===== config.mk =====
export PLATFORM = sky130hd
export DESIGN_NAME = mmu_bypass_unit
export DESIGN_NICKNAME = d
export VERILOG_FILES = /design/src/rtl/mmu_bypass_pkg.sv /design/src/rtl/mbu_ctrl_regs.sv /design/src/rtl/mbu_attr_sel.sv /design/src/rtl/mbu_fetch_window.sv /design/src/rtl/mmu_bypass_unit.sv
export SDC_FILE = /design/constraint.sdc
export NUM_CORES = 1
export LEC_CHECK = 0
export BUFFER_PORTS_ARGS = -buffer_cell sky130_fd_sc_hd__buf_2
export CORE_ASPECT_RATIO = 1.4
export CORE_MARGIN = 1.5
export CORE_UTILIZATION = 40
export CTS_CLUSTER_DIAMETER = 40
export DETAILED_ROUTE_END_ITERATION = 8
export PLACE_DENSITY = 0.76
export SYNTH_ARGS = -nofsm -noshare
export SYNTH_HDL_FRONTEND = slang
export SYNTH_SLANG_ARGS = --single-unit

===== constraint.sdc =====
create_clock -name clk -period 1.7 [get_ports clk]
set_input_delay 0.085 -clock clk [delete_from_list [all_inputs] [get_ports clk]]
set_output_delay 0.085 -clock clk [all_outputs]
set_load 0.005 [all_outputs]

===== src/rtl/mmu_bypass_pkg.sv =====
package mmu_bypass_pkg;

  typedef enum logic [1:0] {
    MT_STRONG = 2'b00,
    MT_DEVICE = 2'b01,
    MT_NORMAL = 2'b10
  } mem_type_e;

  typedef enum logic [1:0] {
    CP_NONCACHE = 2'b00,
    CP_WB_WA    = 2'b01,
    CP_WT_NOWA  = 2'b10,
    CP_WB_NOWA  = 2'b11
  } cache_pol_e;

  typedef struct packed {
    logic remap;
    logic icache;
    logic xlat;
  } ctrl_t;

  typedef struct packed {
    mem_type_e  mtype;
    cache_pol_e inner;
    cache_pol_e outer;
    logic       shareable;
  } attr_t;

endpackage


===== src/rtl/mbu_ctrl_regs.sv =====
module mbu_ctrl_regs
  import mmu_bypass_pkg::*;
#(
  parameter int PID_W = 7
) (
  input  logic             clk,
  input  logic             rst,
  input  logic             wr_en,
  input  logic             sel,
  input  logic [PID_W-1:0] wdata,
  output ctrl_t            ctrl_q,
  output logic             err_q
);

  logic [PID_W-1:0] pid_q;
  ctrl_t            ctrl_d;
  logic [PID_W-1:0] pid_d;

  always_comb begin
    ctrl_d = ctrl_q;
    pid_d  = pid_q;
    if (wr_en) begin
      if (sel) pid_d = wdata;
      else     ctrl_d = ctrl_t'(wdata[2:0]);
    end
  end

  always_ff @(posedge clk) begin
    if (rst) begin
      ctrl_q <= '0;
      pid_q  <= '0;
      err_q  <= 1'b0;
    end else begin
      ctrl_q <= ctrl_d;
      pid_q  <= pid_d;
      err_q  <= !ctrl_d.xlat && (pid_d != '0);
    end
  end

  AST_RESET_BYPASS: assert property (@(posedge clk) rst |=> (ctrl_q == '0 && !err_q));
  AST_PID_ERR_SET: assert property (@(posedge clk) disable iff (rst)
    (wr_en && sel && wdata != '0 && !ctrl_q.xlat) |=> err_q);
  AST_PID_ERR_XLAT: assert property (@(posedge clk) disable iff (rst)
    (wr_en && !sel && wdata[0]) |=> !err_q);

endmodule


===== src/rtl/mbu_attr_sel.sv =====
module mbu_attr_sel
  import mmu_bypass_pkg::*;
(
  input  logic  is_instr,
  input  logic  icache,
  output attr_t attr
);

  always_comb begin
    if (is_instr) begin
      attr.mtype     = MT_NORMAL;
      attr.inner     = icache ? CP_WT_NOWA : CP_NONCACHE;
      attr.outer     = icache ? CP_WT_NOWA : CP_NONCACHE;
      attr.shareable = 1'b0;
    end else begin
      attr.mtype     = MT_STRONG;
      attr.inner     = CP_NONCACHE;
      attr.outer     = CP_NONCACHE;
      attr.shareable = 1'b1;
    end
  end

endmodule


===== src/rtl/mbu_fetch_window.sv =====
module mbu_fetch_window #(
  parameter int PN_W = 20
) (
  input  logic [PN_W-1:0] req_page,
  input  logic [PN_W-1:0] cur_page,
  output logic            in_window
);

  localparam logic [PN_W-1:0] ONE = {{(PN_W-1){1'b0}}, 1'b1};

  logic [PN_W-1:0] next_page;

  assign next_page = cur_page + ONE;
  assign in_window = (req_page == cur_page) || (req_page == next_page);

endmodule


===== src/rtl/mmu_bypass_unit.sv =====
module mmu_bypass_unit
  import mmu_bypass_pkg::*;
#(
  parameter int ADDR_W    = 32,
  parameter int PID_W     = 7,
  parameter int PAGE_BITS = 12
) (
  input  logic                      clk,
  input  logic                      rst,
  input  logic                      cfg_wr_en,
  input  logic                      cfg_sel,
  input  logic [PID_W-1:0]          cfg_wdata,
  input  logic                      req_valid,
  input  logic                      req_is_instr,
  input  logic [ADDR_W-1:0]         req_addr,
  input  logic [ADDR_W-PAGE_BITS-1:0] seq_page,
  input  logic                      mnt_req_valid,
  input  logic                      mnt_req_tlb,
  input  logic [ADDR_W-1:0]         mnt_req_addr,
  output logic [2:0]                ctl_state,
  output logic                      pid_err,
  output logic                      rsp_valid,
  output logic                      rsp_is_instr,
  output logic [ADDR_W-1:0]         rsp_paddr,
  output logic [1:0]                rsp_mem_type,
  output logic [1:0]                rsp_inner,
  output logic [1:0]                rsp_outer,
  output logic                      rsp_shareable,
  output logic                      rsp_passthru,
  output logic                      rsp_fetch_ok,
  output logic                      rsp_abort,
  output logic                      mnt_valid,
  output logic                      mnt_tlb,
  output logic [ADDR_W-1:0]         mnt_addr,
  output logic                      mnt_global,
  output logic                      mnt_passthru
);

  localparam int PN_W = ADDR_W - PAGE_BITS;

  ctrl_t ctrl_q;
  attr_t byp_attr;
  logic  win_ok;

  mbu_ctrl_regs #(.PID_W(PID_W)) u_regs (
    .clk    (clk),
    .rst    (rst),
    .wr_en  (cfg_wr_en),
    .sel    (cfg_sel),
    .wdata  (cfg_wdata),
    .ctrl_q (ctrl_q),
    .err_q  (pid_err)
  );

  mbu_attr_sel u_attr (
    .is_instr (req_is_instr),
    .icache   (ctrl_q.icache),
    .attr     (byp_attr)
  );

  mbu_fetch_window #(.PN_W(PN_W)) u_win (
    .req_page  (req_addr[ADDR_W-1:PAGE_BITS]),
    .cur_page  (seq_page),
    .in_window (win_ok)
  );

  assign ctl_state = {ctrl_q.remap, ctrl_q.icache, ctrl_q.xlat};
  assign rsp_abort = 1'b0;

  // Access response: mode is the control state at the accepting edge.
  always_ff @(posedge clk) begin
    if (rst) begin
      rsp_valid     <= 1'b0;
      rsp_is_instr  <= 1'b0;
      rsp_paddr     <= '0;
      rsp_mem_type  <= '0;
      rsp_inner     <= '0;
      rsp_outer     <= '0;
      rsp_shareable <= 1'b0;
      rsp_passthru  <= 1'b0;
      rsp_fetch_ok  <= 1'b0;
    end else begin
      rsp_valid    <= req_valid;
      rsp_is_instr <= req_is_instr;
      rsp_paddr    <= req_addr;
      if (ctrl_q.xlat) begin
        rsp_mem_type  <= '0;
        rsp_inner     <= '0;
        rsp_outer     <= '0;
        rsp_shareable <= 1'b0;
        rsp_passthru  <= 1'b1;
        rsp_fetch_ok  <= 1'b0;
      end else begin
        rsp_mem_type  <= byp_attr.mtype;
        rsp_inner     <= byp_attr.inner;
        rsp_outer     <= byp_attr.outer;
        rsp_shareable <= byp_attr.shareable;
        rsp_passthru  <= 1'b0;
        rsp_fetch_ok  <= req_is_instr ? win_ok : 1'b1;
      end
    end
  end

  // Maintenance path: accepted in both modes, flat and global in bypass.
  always_ff @(posedge clk) begin
    if (rst) begin
      mnt_valid    <= 1'b0;
      mnt_tlb      <= 1'b0;
      mnt_addr     <= '0;
      mnt_global   <= 1'b0;
      mnt_passthru <= 1'b0;
    end else begin
      mnt_valid    <= mnt_req_valid;
      mnt_tlb      <= mnt_req_tlb;
      mnt_addr     <= mnt_req_addr;
      mnt_global   <= !ctrl_q.xlat;
      mnt_passthru <= ctrl_q.xlat;
    end
  end

  AST_FLAT_ADDR: assert property (@(posedge clk) disable iff (rst)
    (rsp_valid && !rsp_passthru) |-> (rsp_paddr == $past(req_addr)));
  AST_DATA_STRONG: assert property (@(posedge clk) disable iff (rst)
    (rsp_valid && !rsp_passthru && !rsp_is_instr) |->
      (rsp_mem_type == 2'b00 && rsp_inner == 2'b00 && rsp_outer == 2'b00));
  AST_INSTR_NORMAL: assert property (@(posedge clk) disable iff (rst)
    (rsp_valid && !rsp_passthru && rsp_is_instr) |->
      (rsp_mem_type == 2'b10 && !rsp_shareable));
  AST_PT_ZERO: assert property (@(posedge clk) disable iff (rst)
    (rsp_valid && rsp_passthru) |->
      (rsp_mem_type == 2'b00 && rsp_inner == 2'b00 && rsp_outer == 2'b00 &&
       !rsp_shareable && !rsp_fetch_ok));
  AST_WINDOW_REJECT: assert property (@(posedge clk) disable iff (rst)
    (rsp_valid && rsp_is_instr && !rsp_passthru && !rsp_fetch_ok) |->
      ($past(req_addr[ADDR_W-1:PAGE_BITS]) != $past(seq_page)));
  AST_MNT_GLOBAL: assert property (@(posedge clk) disable iff (rst)
    mnt_valid |-> (mnt_global != mnt_passthru));

endmodule


After elaboration in Yosys (flattened, before gate mapping):

Cells that the tools add are included.

* add/sub/neg operators: 1
* equality and inequality tests: 2
* multiplexer cells: 8
* bitwise gates (word level): 2
* reductions and logical operators: 8

Operators with widths (count)
* $eq 20x20->1: 2
* $mux 7: 3
* $add 20x1->20 const B: 1
* $reduce_bool 7->1: 1
* $mux 1: 4
* $reduce_or 3->1: 1
* $logic_not 1->1: 2
* $mux 2: 1
* $not 1->1: 2
* $reduce_and 2->1: 1
* $reduce_or 2->1: 1
* $logic_and 1x1->1: 1
* $logic_or 1x1->1: 1

* flip-flop bits (word level): 88
* output and inout bits: 84

Logic depth before layout (Yosys ltp):

Gate-level depths: netlist of run 1.

* word-level depth: 4
* depth in mapped cells: 8
* gate-level depth less buffers: 7

By module:

Synthesis of run 1 repeated with hierarchy kept, for this count alone.

* cell total of the unflattened synthesis: 357
* area, all modules: 3535.9 sq um

Modules (own cells, without submodules)
* mmu_bypass_unit: instances 1, cells an instance 167, area each 2128.3 sq um
* mbu_fetch_window: instances 1, cells an instance 132, area each 910.9 sq um
* mbu_ctrl_regs: instances 1, cells an instance 50, area each 445.4 sq um
* mbu_attr_sel: instances 1, cells an instance 8, area each 51.3 sq um

Worst setup path after synthesis of run 1:

OpenSTA, ideal clock, no wires.

* kind: input-to-reg
* start: input port seq_page[2]
* end: register rsp_fetch_ok
* data arrival time: 1571 ps
* data required time: 1616 ps
* slack: 45 ps
* stages on the path: 8
* buffers on the path: 2
* cell sequence: buf_2 > and4_1 > clkbuf_2 > and2_2 > a41oi_1 > a2111oi_4 > o2111ai_1 > o31ai_2

* longest elaborated chain between the ends: 4
* elaborated cells between the ends (all ways): 5
* classes of those cells: add/sub: 1; eq/ne: 2; mux: 1; reduce/logical: 1

Ends and longest elaborated chain
* start, declared: line mmu_bypass_unit.sv:16 `input logic [ADDR_W-PAGE_BITS-1:0] seq_page,`
* $add 20x1->20: line mbu_fetch_window.sv:13 `assign next_page = cur_page + ONE;`
* $eq 20x20->1: line mbu_fetch_window.sv:14 `assign in_window = (req_page == cur_page) || (req_page == next_page);`
* $logic_or 1x1->1 (*): line mbu_fetch_window.sv:14
* $mux 1 (*): line mmu_bypass_unit.sv:99 `rsp_fetch_ok <= req_is_instr ? win_ok : 1'b1;`
* end signal, assigned: line mmu_bypass_unit.sv:99
* end, declared: line mmu_bypass_unit.sv:30 `output logic rsp_fetch_ok,`

Every way passes the cells marked *; elsewhere a longest branch is shown, timed or not.
A chain may end at the register's enable or synchronous reset.

Final worst setup path of run 1:

* start: input port req_addr[12]
* end: register rsp_fetch_ok

* longest elaborated chain between the ends: 3
* elaborated cells between the ends (all ways): 4
* classes of those cells: eq/ne: 2; mux: 1; reduce/logical: 1

Ends and longest elaborated chain
* start, declared: line mmu_bypass_unit.sv:15 `input logic [ADDR_W-1:0] req_addr,`
* $eq 20x20->1: line mbu_fetch_window.sv:14
* $logic_or 1x1->1 (*): line mbu_fetch_window.sv:14
* $mux 1 (*): line mmu_bypass_unit.sv:99

Marks and branches as above.

==> key figures, run 1 <==
Outcome
  – Status: complete, no violations

Synth
  – Synth cell count leaders: dfxtp_1, nor2b_1, nand2_1
  – Most frequent cell after synthesis: dfxtp_1
  – XOR/XNOR Fraction of Synth Area: 6.947%
  – Mux cell area share after synthesis: under 10%
  – Warnings, synthesis: 0
  – Yosys cell types: 50
  – Adder-Cell Fraction of Synth Area: 0.3817%
  – Syn Std Cell Area: ~3300 um2
  – Post-synth top area cell: dfxtp_1
  – Post-Syn Area per Cell: 9.964 um2
  – Synth top area share: 51.91%
  – Ys flop type: dfxtp_1
  – Top cells by area, synth: dfxtp_1, nor2b_1, xor2_1
  – Compound-gate portion of the synthesized area: around 7.3%
  – Post-synth ARST share: 0%
  – Synth Instances: ~330
  – Simple logic cell fraction of the synthesized area: 27.79%
  – Number of synthesized register bits: 85
  – Sequential share of the synthesized area: 51.91%
  – Largest family of logic cells by synthesized area: simple AND/OR/NAND/NOR gates
  – EDFF count, synth: 0

Placed design
  – Buffers on Ports: 178
  – Post-Place Worst Slack: -0.2317 ns
  – Detailed Place HPWL: 6.621 mm
  – Cells after DPL: approximately 600
  – Final GP Congestion: between 0.8 and 0.9

Drt
  – DRT iter0 DRCs: 89
  – First drt pass iteration count: 4
  – Post-Route WL: 9.920 mm
  – Vias: about 3.3k
  – Via density: about 4.7
  – Post-DRT Antenna Nets: 0
  – DRC: 0
  – DR WL/cell: 14.40 um

Hold path
  – Hold-critical path depth: 2
  – Hold Path Sink: rsp_paddr[17]
  – Hold Crit Class: in2reg
  – Min-delay src: req_addr[17]

Worst setup path
  – Required @ worst endpoint: 1.98 ns
  – CP Max Fanout: 2
  – CP arrival: around 1.9 ns
  – Critical path launch point type: primary input
  – R2r setup slk: 0.25 ns
  – CP Capture Type: register
  – Reg2reg start: u_regs.ctrl_q[0]
  – Worst-case reg-to-reg path depth: 5
  – Critical path type: in2reg
  – CP Cell Sequence: dlygate4sd3_1 > buf_2 > xnor2_2 > nor2_1 > nand3_1 > a2111oi_4 > o2111ai_2 > o31ai_2
  – Crit-path max cell delay: ~0.53 ns
  – Worst R2R End: rsp_fetch_ok
  – Slowest cell on the critical path: dlygate4sd3_1

Timing
  – Min cycle time layout: 1.637 ns
  – Achievable Freq: 610.8 MHz
  – Post-route clock period utilization: 96.30%
  – Finish-stage setup viols: 0
  – TNS Setup: 0 ns
  – Skew final: 0.006148 ns
  – Fin. max-slew vios: 0
  – PnR worst setup slack: 0.06285 ns
  – Final hold viol count: 0
  – Worst-margin pin slew: 0.7991 ns
  – Slew margin rel.: 46.73%

Global routing
  – Vias in the first global route: 3,199
  – Total track usage: between 20 and 25%
  – Pin count of the biggest net entering global routing: roughly 80
  – First-pass GRT wire length: 14.59 mm
  – Initial antenna violation count: 0
  – Grt ovf: 0

Cells and area
  – ANT cells: 0
  – NumNets Final: 684
  – Layout area overhead: 61.79%
  – Layout fillers: between 500 and 600
  – Post-Layout Cell Count: 689
  – Layout cells sized above 1: 38.20%

CTS
  – CTS tree: done
  – H-tree Lvls: 3
  – Longest Clk Path Bufs: 2
  – CTS clk-pin slew, worst paths: approximately 0.09 ns
  – Root Driver: clkbuf_8
  – Num CTS Buffers: 9
  – Clock sinks: 85
  – Setup bufs post-CTS: 0
  – Worst skew pair latency: around 0.36 ns

Die
  – Core Box Area: 7845 um2
  – Die height: roughly 110 um
  – I/O pins: 183
  – Die ar.: 8755 um2
  – Number of cell rows: 38
  – Die X: approximately 80 um
  – Initial Util: 41.79%

Power and ir drop
  – Max IR drop VDD: 0.0005804 V
  – Leak Pwr: 2.444 nW
  – Pwr/cell area: 818.3 nW/um2
  – Power Total: 4.340 mW

Run
  – Max-cap violations: 0
[area by class of cell]
cell class | instances | area, um2 | area share [%]
Clock buffer | 9 | 123.9 | 2.335
Clock inverter | 7 | 81.33 | 1.533
Inverter | 2 | 7.507 | 0.1415
Multi-Input combinational cell | 223 | 1540 | 29.04
Sequential cell | 85 | 1702 | 32.08
Tap cell | 100 | 125.1 | 2.359
Timing Repair Buffer | 263 | 1724 | 32.51
[worst max-delay path by stage]
stage / endpoint / slack [ns] / startpoint / cells past startpoint
floorplan: rsp_fetch_ok / 0.04 / seq_page[2] / 8
global placement: rsp_fetch_ok / -0.08 / seq_page[0] / 8
detailed placement: rsp_fetch_ok / -0.23 / seq_page[0] / 8
CTS: rsp_fetch_ok / 0.03 / req_addr[23] / 8
global route: rsp_fetch_ok / -0.04 / seq_page[0] / 8
finish: rsp_fetch_ok / 0.06 / req_addr[12] / 8
[timing repair]
item,CTS,global route
endpoints found under the hold margin,77,0
gates resized for setup,0,13
hold buffers,73,0
setup endpoints to repair,0,1
[placed cells by master (no fill, tap or decap), types with 10 or more instances in the layout]
master and count:
nor2b_1 72, buf_4 15, buf_2 175, xor2_1 13, dfxtp_1 85, nand3_1 11, dlygate4sd3_1 71, a21oi_1 10
nand2_1 20
[routing by layer]
layer,vias to the layer above,part of all wire (%),track usage (%)
met5,-,0,0
met4,0,2.9,11.40
met3,22,6.4,5.679
met2,137,53,40.50
met1,1494,38,22.77
li1,1613,-,-
[sequential cells by signal, indices dropped and copies added, names as in the netlist]
name,flops
u_regs.err_q,1
u_regs.ctrl_q,3
mnt_addr,32
rsp_passthru,1
mnt_valid,1
rsp_outer,1
rsp_paddr,32
rsp_shareable,1
u_regs.pid_q,7
rsp_is_instr,1
mnt_global,1
rsp_fetch_ok,1
rsp_mem_type,1
mnt_tlb,1
rsp_valid,1
[cells by family (layout without fill, tap and decap cells)]
group / count (synthesis) / count (layout)
AOI/OAI and AO/OA: 31 / 31
xor gates and xnor gates: 26 / 26
adders and majority gates: 1 / 1
buffers and inverters: 24 / 281
DFF: 85 / 85
muxes: 6 / 6
other: 1 / 4
and+or+nand+nor: 155 / 155
[stage by stage]
step / hold slack [ns] / utilization [%] / area [um2]
floorplan: 0.1561 / - / 3289
global placement: 0.2909 / 54.86 / 4304
detailed placement: 0.2997 / 54.86 / 4304
CTS: 0.003977 / 66.79 / 5240
global route: 0.01545 / 67.61 / 5304
finish: 0.02879 / 67.61 / 5304
[critical path, delay by kind of cell]
kind / cells / cell delay (ns)
AOI/OAI and AO/OA: 3 / 0.74
buffers and inverters: 2 / 0.67
xor gates and xnor gates: 1 / 0.17
and+or+nand+nor: 2 / 0.25
[power breakdown]
part / switching [mW] / internal, mW
logic: 0.332 / 0.404
clock network: 0.780 / 0.698
registers: 0.0298 / 2.10
Note: power is estimated with default switching activity, not from simulation.
==> run 2, diff against run 1 <==
--- a/config.mk
+++ b/config.mk
@@ -11,6 +11,7 @@
 export CORE_UTILIZATION = 40
 export CTS_CLUSTER_DIAMETER = 40
 export DETAILED_ROUTE_END_ITERATION = 8
+export MAX_ROUTING_LAYER = met4
 export PLACE_DENSITY = 0.76
 export SYNTH_ARGS = -nofsm -noshare
 export SYNTH_HDL_FRONTEND = slang
==> run 2 against run 1 <==
Compared with the run above: sequential share of layout area grew 0.061 points; sequential power is essentially flat; register-to-register slack gained 0.07 ns; routed wire length shrank 1.3%; global-route usage grew 0.29 points; die area is the same; worst setup slack lost 0.012 ns; count of clock-buffer cells in the layout is the same; critical path depth is the same; hold slack lost 0.011 ns.
==> key figures, run 2 (synthesized netlist as in run 1, its figures left out) <==
Die
  – Initial Util: 41.79% (unchanged)
  – Core Box Area: 7845 um2 (unchanged)
  – Die X: 79.51 um (unchanged)
  – Die ar.: 8755 um2 (unchanged)
  – I/O pins: 183 (unchanged)
  – Die height: 110.1 um (unchanged)
  – Number of cell rows: 38 (unchanged)

Drt
  – DRC: 0 (unchanged)
  – Vias: 3,274 (+0.24%)
  – First drt pass iteration count: 4 (unchanged)
  – DR WL/cell: 14.21 um (-1.3%)
  – Post-Route WL: 9.791 mm (-1.3%)
  – Via density: 4.752 (+0.24%)
  – DRT iter0 DRCs: 91 (+2.2%)
  – Post-DRT Antenna Nets: 0 (unchanged)

Timing
  – PnR worst setup slack: 0.05110 ns (-0.01175 ns)
  – Finish-stage setup viols: 0 (unchanged)
  – Worst-margin pin slew: 0.8054 ns (+0.006365 ns)
  – Fin. max-slew vios: 0 (unchanged)
  – Hold slack: 0.01731 ns (-0.01148 ns)
  – Achievable Freq: 606.5 MHz (-0.71%)
  – Final hold viol count: 0 (unchanged)
  – Post-route clock period utilization: 96.99% (+0.69 points)
  – Skew final: 0.005524 ns (-0.0006236 ns)
  – Slew margin rel.: 46.30% (-0.42 points)
  – Min cycle time layout: 1.649 ns (+0.01175 ns)

Cells and area
  – Layout area overhead: 61.49%
  – Final instance area: 5294 um2 (-0.19%)
  – Commonest non-fill, non-tap cells in the layout: buf_2, dfxtp_1, nor2b_1, dlygate4sd3_1, nand2_1
  – Layout cells sized above 1: 38.03% (-0.17 points)
  – NumNets Final: 684 (unchanged)
  – Layout fillers: 603 (+0.67%)
  – Most common cell after layout, fill and taps aside: buf_2
  – Fin util: 67.48% (-0.13 points)
  – ANT cells: 0 (unchanged)
  – Biggest regs: mnt_addr: 32 flops, rsp_paddr: 32 flops, u_regs.pid_q: 7 flops

Global routing
  – Total track usage: 22.33% (+0.29 points)
  – Grt ovf: 0 (unchanged)
  – Initial antenna violation count: 0 (unchanged)
  – Pin count of the biggest net entering global routing: 82 (unchanged)
  – Vias in the first global route: 3,224 (+0.78%)
  – First-pass GRT wire length: 14.47 mm (-0.85%)

Placed design
  – Detailed Place HPWL: 6.565 mm (-0.84%)
  – Final GP Congestion: 0.9061 (+1.6%)
  – Post-Place Worst Slack: -0.1274 ns (+0.1043 ns)
  – Buffers on Ports: 178 (unchanged)
  – Dpl cell area: 4304 um2 (unchanged)

CTS
  – CTS tree: done
  – Longest Clk Path Bufs: 2 (unchanged)
  – Root Driver: clkbuf_8
  – Setup bufs post-CTS: 0 (unchanged)
  – CTS clk-pin slew, worst paths: 0.09 ns (about the same)
  – Clock sinks: 85 (unchanged)
  – H-tree Lvls: 3 (unchanged)
  – Num CTS Buffers: 9 (unchanged)
  – Worst skew pair latency: 0.37 ns (about the same)

Worst setup path
  – CP Max Fanout: 4 (+2)
  – Critical path launch point type: primary input
  – Critical path type: in2reg
  – CP Capture Type: register
  – Required @ worst endpoint: 1.99 ns (about the same)
  – CP arrival: 1.94 ns (+0.02 ns)

Hold path
  – Hold Crit Class: in2reg

Power and ir drop
  – Max IR drop VDD: 0.0005435 V (-6.4%)
  – Leak Pwr: 2.443 nW (about the same)
  – Power Total: 4.475 mW (+3.1%)
  – Pwr/cell area: 845.3 nW/um2 (+3.3%)

Run
  – Max-cap violations: 0 (unchanged)

Outcome
  – Status: complete, no violations
[run 2: worst max-delay path, cell delays in order]
cell,delay (ns)
dlygate4sd3_1,0.53
buf_2,0.15
xor2_2,0.23
and4_1,0.23
o211ai_1,0.11
a22oi_2,0.24
o2111ai_2,0.15
o31ai_2,0.22
[run 2: timing repair]
action / 4_1_cts / 5_1_grt
resized for setup: 0 / 9
endpoints found under the hold margin: 74 / 0
hold buffers: 71 / 0
setup endpoints to repair: 0 / 1
[run 2: final cells by class]
type	instances	area, um2	share of cell area [%]
multi-input cells	223	1520	28.72
inverters	2	7.507	0.1418
flip-flops and latches	85	1702	32.14
repair buffers	263	1712	32.33
clock inverters	7	103.9	1.962
well taps	100	125.1	2.364
clock buffers	9	123.9	2.340
[run 2: where the power goes]
| group | internal, mW | switching (mW) |
|---|---|---|
| combinational | 0.400 | 0.327 |
| clock | 0.847 | 0.777 |
| sequential | 2.10 | 0.0288 |
[run 2: worst paths after layout]
check | from | to | slack [ns] | depth (start not counted)
worst max-delay path | req_addr[25] | rsp_fetch_ok | 0.05 | 8
worst min-delay path | req_addr[29] | rsp_paddr[29] | 0.02 | 2
worst max register to register | u_regs.ctrl_q[0] | rsp_fetch_ok | 0.32 | 5
worst min register to register | u_regs.pid_q[6] | u_regs.pid_q[6] | 0.46 | 2
[run 2: per-layer routing]
layer / wire, um / GRT usage (%)
met1: 3784 / 23.01
met2: 5109 / 40.07
met3: 629 / 5.350
met4: 267 / 9.774
met5: 0 / -
[run 2: through the flow]
step,setup TNS [ns],instances
after floorplan,0,332
after global placement,-0.05099,603
after detailed placement,-0.1274,603
after CTS,0,690
after global routing,-0.02441,689
final,0,689
==> run 3, diff against run 2 <==
--- a/config.mk
+++ b/config.mk
@@ -5,7 +5,7 @@
 export SDC_FILE = /design/constraint.sdc
 export NUM_CORES = 1
 export LEC_CHECK = 0
-export BUFFER_PORTS_ARGS = -buffer_cell sky130_fd_sc_hd__buf_2
+export BUFFER_PORTS_ARGS = -buffer_cell sky130_fd_sc_hd__clkbuf_2
 export CORE_ASPECT_RATIO = 1.4
 export CORE_MARGIN = 1.5
 export CORE_UTILIZATION = 40
@@ -13,6 +13,7 @@
 export DETAILED_ROUTE_END_ITERATION = 8
 export MAX_ROUTING_LAYER = met4
 export PLACE_DENSITY = 0.76
+export SLEW_MARGIN = 20
 export SYNTH_ARGS = -nofsm -noshare
 export SYNTH_HDL_FRONTEND = slang
 export SYNTH_SLANG_ARGS = --single-unit
==> run 3 against run 2 <==
Compared with the run above: count of clock-buffer cells in the layout unchanged; clock power about the same; largest power group unchanged; non-clock buffer count increased by 2; final cell count is 0.29% higher; die area stayed put; first-iteration DRC count grew 26%; via count increased by 0.31%; worst setup slack better by 0.0061 ns; global-route usage grew 1.3 points.
==> key figures, run 3 (synthesized netlist as in run 1, its figures left out) <==
Power and ir drop
  – Logic pwr share: 16.2% (about the same)
  – Max IR drop VDD: 0.0005574 V (+2.6%)
  – Int Power: 3.345 mW (about the same)
  – Clock power frac: 36.3% (about the same)
  – Pwr/cell area: 847.1 nW/um2 (+0.21%)
  – Sequential power share: 47.4% (about the same)
  – Net Sw Frac: 25.52% (+0.22 points)
  – Power Total: 4.491 mW (+0.35%)
  – Leak Pwr: 2.438 nW (-0.19%)
  – NetSw: 1.146 mW (+1.2%)

Cells and area
  – Most common cell after layout, fill and taps aside: clkbuf_2
  – Commonest non-fill, non-tap cells in the layout: clkbuf_2, dfxtp_1, nor2b_1, dlygate4sd3_1, nand2_1
  – ANT cells: 0 (unchanged)
  – Fin util: 67.58% (+0.096 points)
  – Layout area overhead: 61.72%
  – NumNets Final: 686 (+0.29%)
  – Layout cells sized above 1: 38.41% (+0.38 points)
  – Biggest regs: mnt_addr: 32 flops, rsp_paddr: 32 flops, u_regs.pid_q: 7 flops

CTS
  – Clock sinks: 85 (unchanged)
  – Num CTS Buffers: 9 (unchanged)
  – Longest Clk Path Bufs: 2 (unchanged)
  – CTS tree: done
  – Worst skew pair latency: 0.38 ns (about the same)
  – Setup bufs post-CTS: 0 (unchanged)
  – CTS clk-pin slew, worst paths: 0.10 ns (about the same)
  – Root Driver: clkbuf_8
  – H-tree Lvls: 3 (unchanged)

Drt
  – Post-Route WL: 10.16 mm (+3.7%)
  – Post-DRT Antenna Nets: 0 (unchanged)
  – Vias: 3,284 (+0.31%)
  – Via density: 4.753 (about the same)
  – DRC: 0 (unchanged)
  – First drt pass iteration count: 4 (unchanged)
  – DRT iter0 DRCs: 115 (+26%)
  – DR WL/cell: 14.70 um (+3.4%)

Timing
  – Final hold viol count: 0 (unchanged)
  – Post-route clock period utilization: 96.64% (-0.36 points)
  – Skew final: 0.01327 ns (+0.007743 ns)
  – RSZ-0062 raised after global routing: false
  – Achievable Freq: 608.7 MHz (+0.37%)
  – Min cycle time layout: 1.643 ns (-0.006053 ns)
  – Finish-stage setup viols: 0 (unchanged)
  – Slew margin rel.: 47.52% (+1.2 points)
  – TNS Setup: 0 ns (unchanged)
  – Worst-margin pin slew: 0.7872 ns (-0.01826 ns)
  – Fin. max-slew vios: 0 (unchanged)

Global routing
  – Grt ovf: 0 (unchanged)
  – First-pass GRT wire length: 15.17 mm (+4.9%)
  – Vias in the first global route: 3,326 (+3.2%)
  – Total track usage: 23.58% (+1.3 points)
  – Initial antenna violation count: 0 (unchanged)
  – Pin count of the biggest net entering global routing: 82 (unchanged)

Placed design
  – Buffers on Ports: 178 (unchanged)
  – Final GP Congestion: 0.9086 (+0.28%)
  – Detailed Place HPWL: 6.574 mm (+0.13%)

Die
  – Initial Util: 41.79% (unchanged)
  – Die X: 79.51 um (unchanged)
  – Die ar.: 8755 um2 (unchanged)
  – Number of cell rows: 38 (unchanged)
  – I/O pins: 183 (unchanged)
  – Die height: 110.1 um (unchanged)
  – Core Box Area: 7845 um2 (unchanged)

Worst setup path
  – CP arrival: 1.94 ns (about the same)
  – Critical path launch point type: primary input
  – Critical path type: in2reg
  – Required @ worst endpoint: 2.00 ns (about the same)
  – CP Max Fanout: 2 (-2)
  – CP Capture Type: register

Outcome
  – Status: complete, no violations

Hold path
  – Hold Crit Class: in2reg

Run
  – Max-cap violations: 0 (unchanged)
[run 3: cell types whose count changed in the layout (fill, tap and decap cells not counted), moves of 2 or more]
cell,change
buf_2,-177
nor4_2,+2
clkbuf_2,+178
buf_4,+2
nor4_1,-2
[run 3: final timing paths]
check | from | end | slack, ns | depth (start not counted)
hold / removal | req_addr[24] | rsp_paddr[24] | 0.01 | 2
hold reg to reg | u_regs.pid_q[4] | u_regs.pid_q[4] | 0.46 | 2
setup reg to reg | u_regs.ctrl_q[0] | rsp_fetch_ok | 0.35 | 5
setup / recovery | req_addr[15] | rsp_fetch_ok | 0.06 | 8
[run 3: power by group through the flow]
stage          logic [mW]  clock network (mW)  registers [mW]
2_1_floorplan       0.258                   0            2.19
3_3_place_gp        0.570                   0            2.17
3_5_place_dp        0.580                   0            2.18
4_1_cts             0.711                1.68            2.13
5_1_grt             0.799                1.76            2.14
6_report            0.729                1.63            2.13
[run 3: metrics by stage]
step | setup WS [ns] | cells | hold WS (ns) | cell area (um2)
floorplan | 0.04459 | 332 | 0.1561 | 3289
global placement | -0.08896 | 605 | 0.2921 | 4319
detailed placement | -0.2645 | 605 | 0.2988 | 4319
CTS | 0.01430 | 691 | 0.001034 | 5249
global route | 0.006379 | 691 | 0.01353 | 5301
finish | 0.05715 | 691 | 0.01247 | 5301
[run 3: worst max-delay path, cell delays in order]
cell and delay (ns):
dlygate4sd3_1 0.53, clkbuf_2 0.14, xor2_2 0.21, xor2_1 0.17, nand3_1 0.14, a2111oi_4 0.30
o2111ai_2 0.17, o31ai_2 0.19
[run 3: final cells by class]
| class | count | area (um2) |
|---|---|---|
| clock buffers | 9 | 123.9 |
| multi-input cells | 223 | 1519 |
| inverters | 2 | 7.507 |
| repair buffers | 265 | 1719 |
| well taps | 100 | 125.1 |
| clock inverters | 7 | 105.1 |
| flip-flops and latches | 85 | 1702 |
| fillers | 622 | 2544 |
[run 3: repair_timing]
action                                  in CTS  in global routing
hold buffers                                70                  0
endpoints found under the setup margin       0                  1
gates resized for setup                      0                  8
hold endpoints to repair                    73                  0
[run 3: per-layer routing]
metal | global-route usage (%) | up-vias | part of all wire [%]
met5 | - | - | 0
met3 | 5.350 | 20 | 5.9
li1 | - | 1618 | -
met2 | 43.89 | 138 | 54
met4 | 11.53 | 0 | 2.9
met1 | 22.68 | 1508 | 37
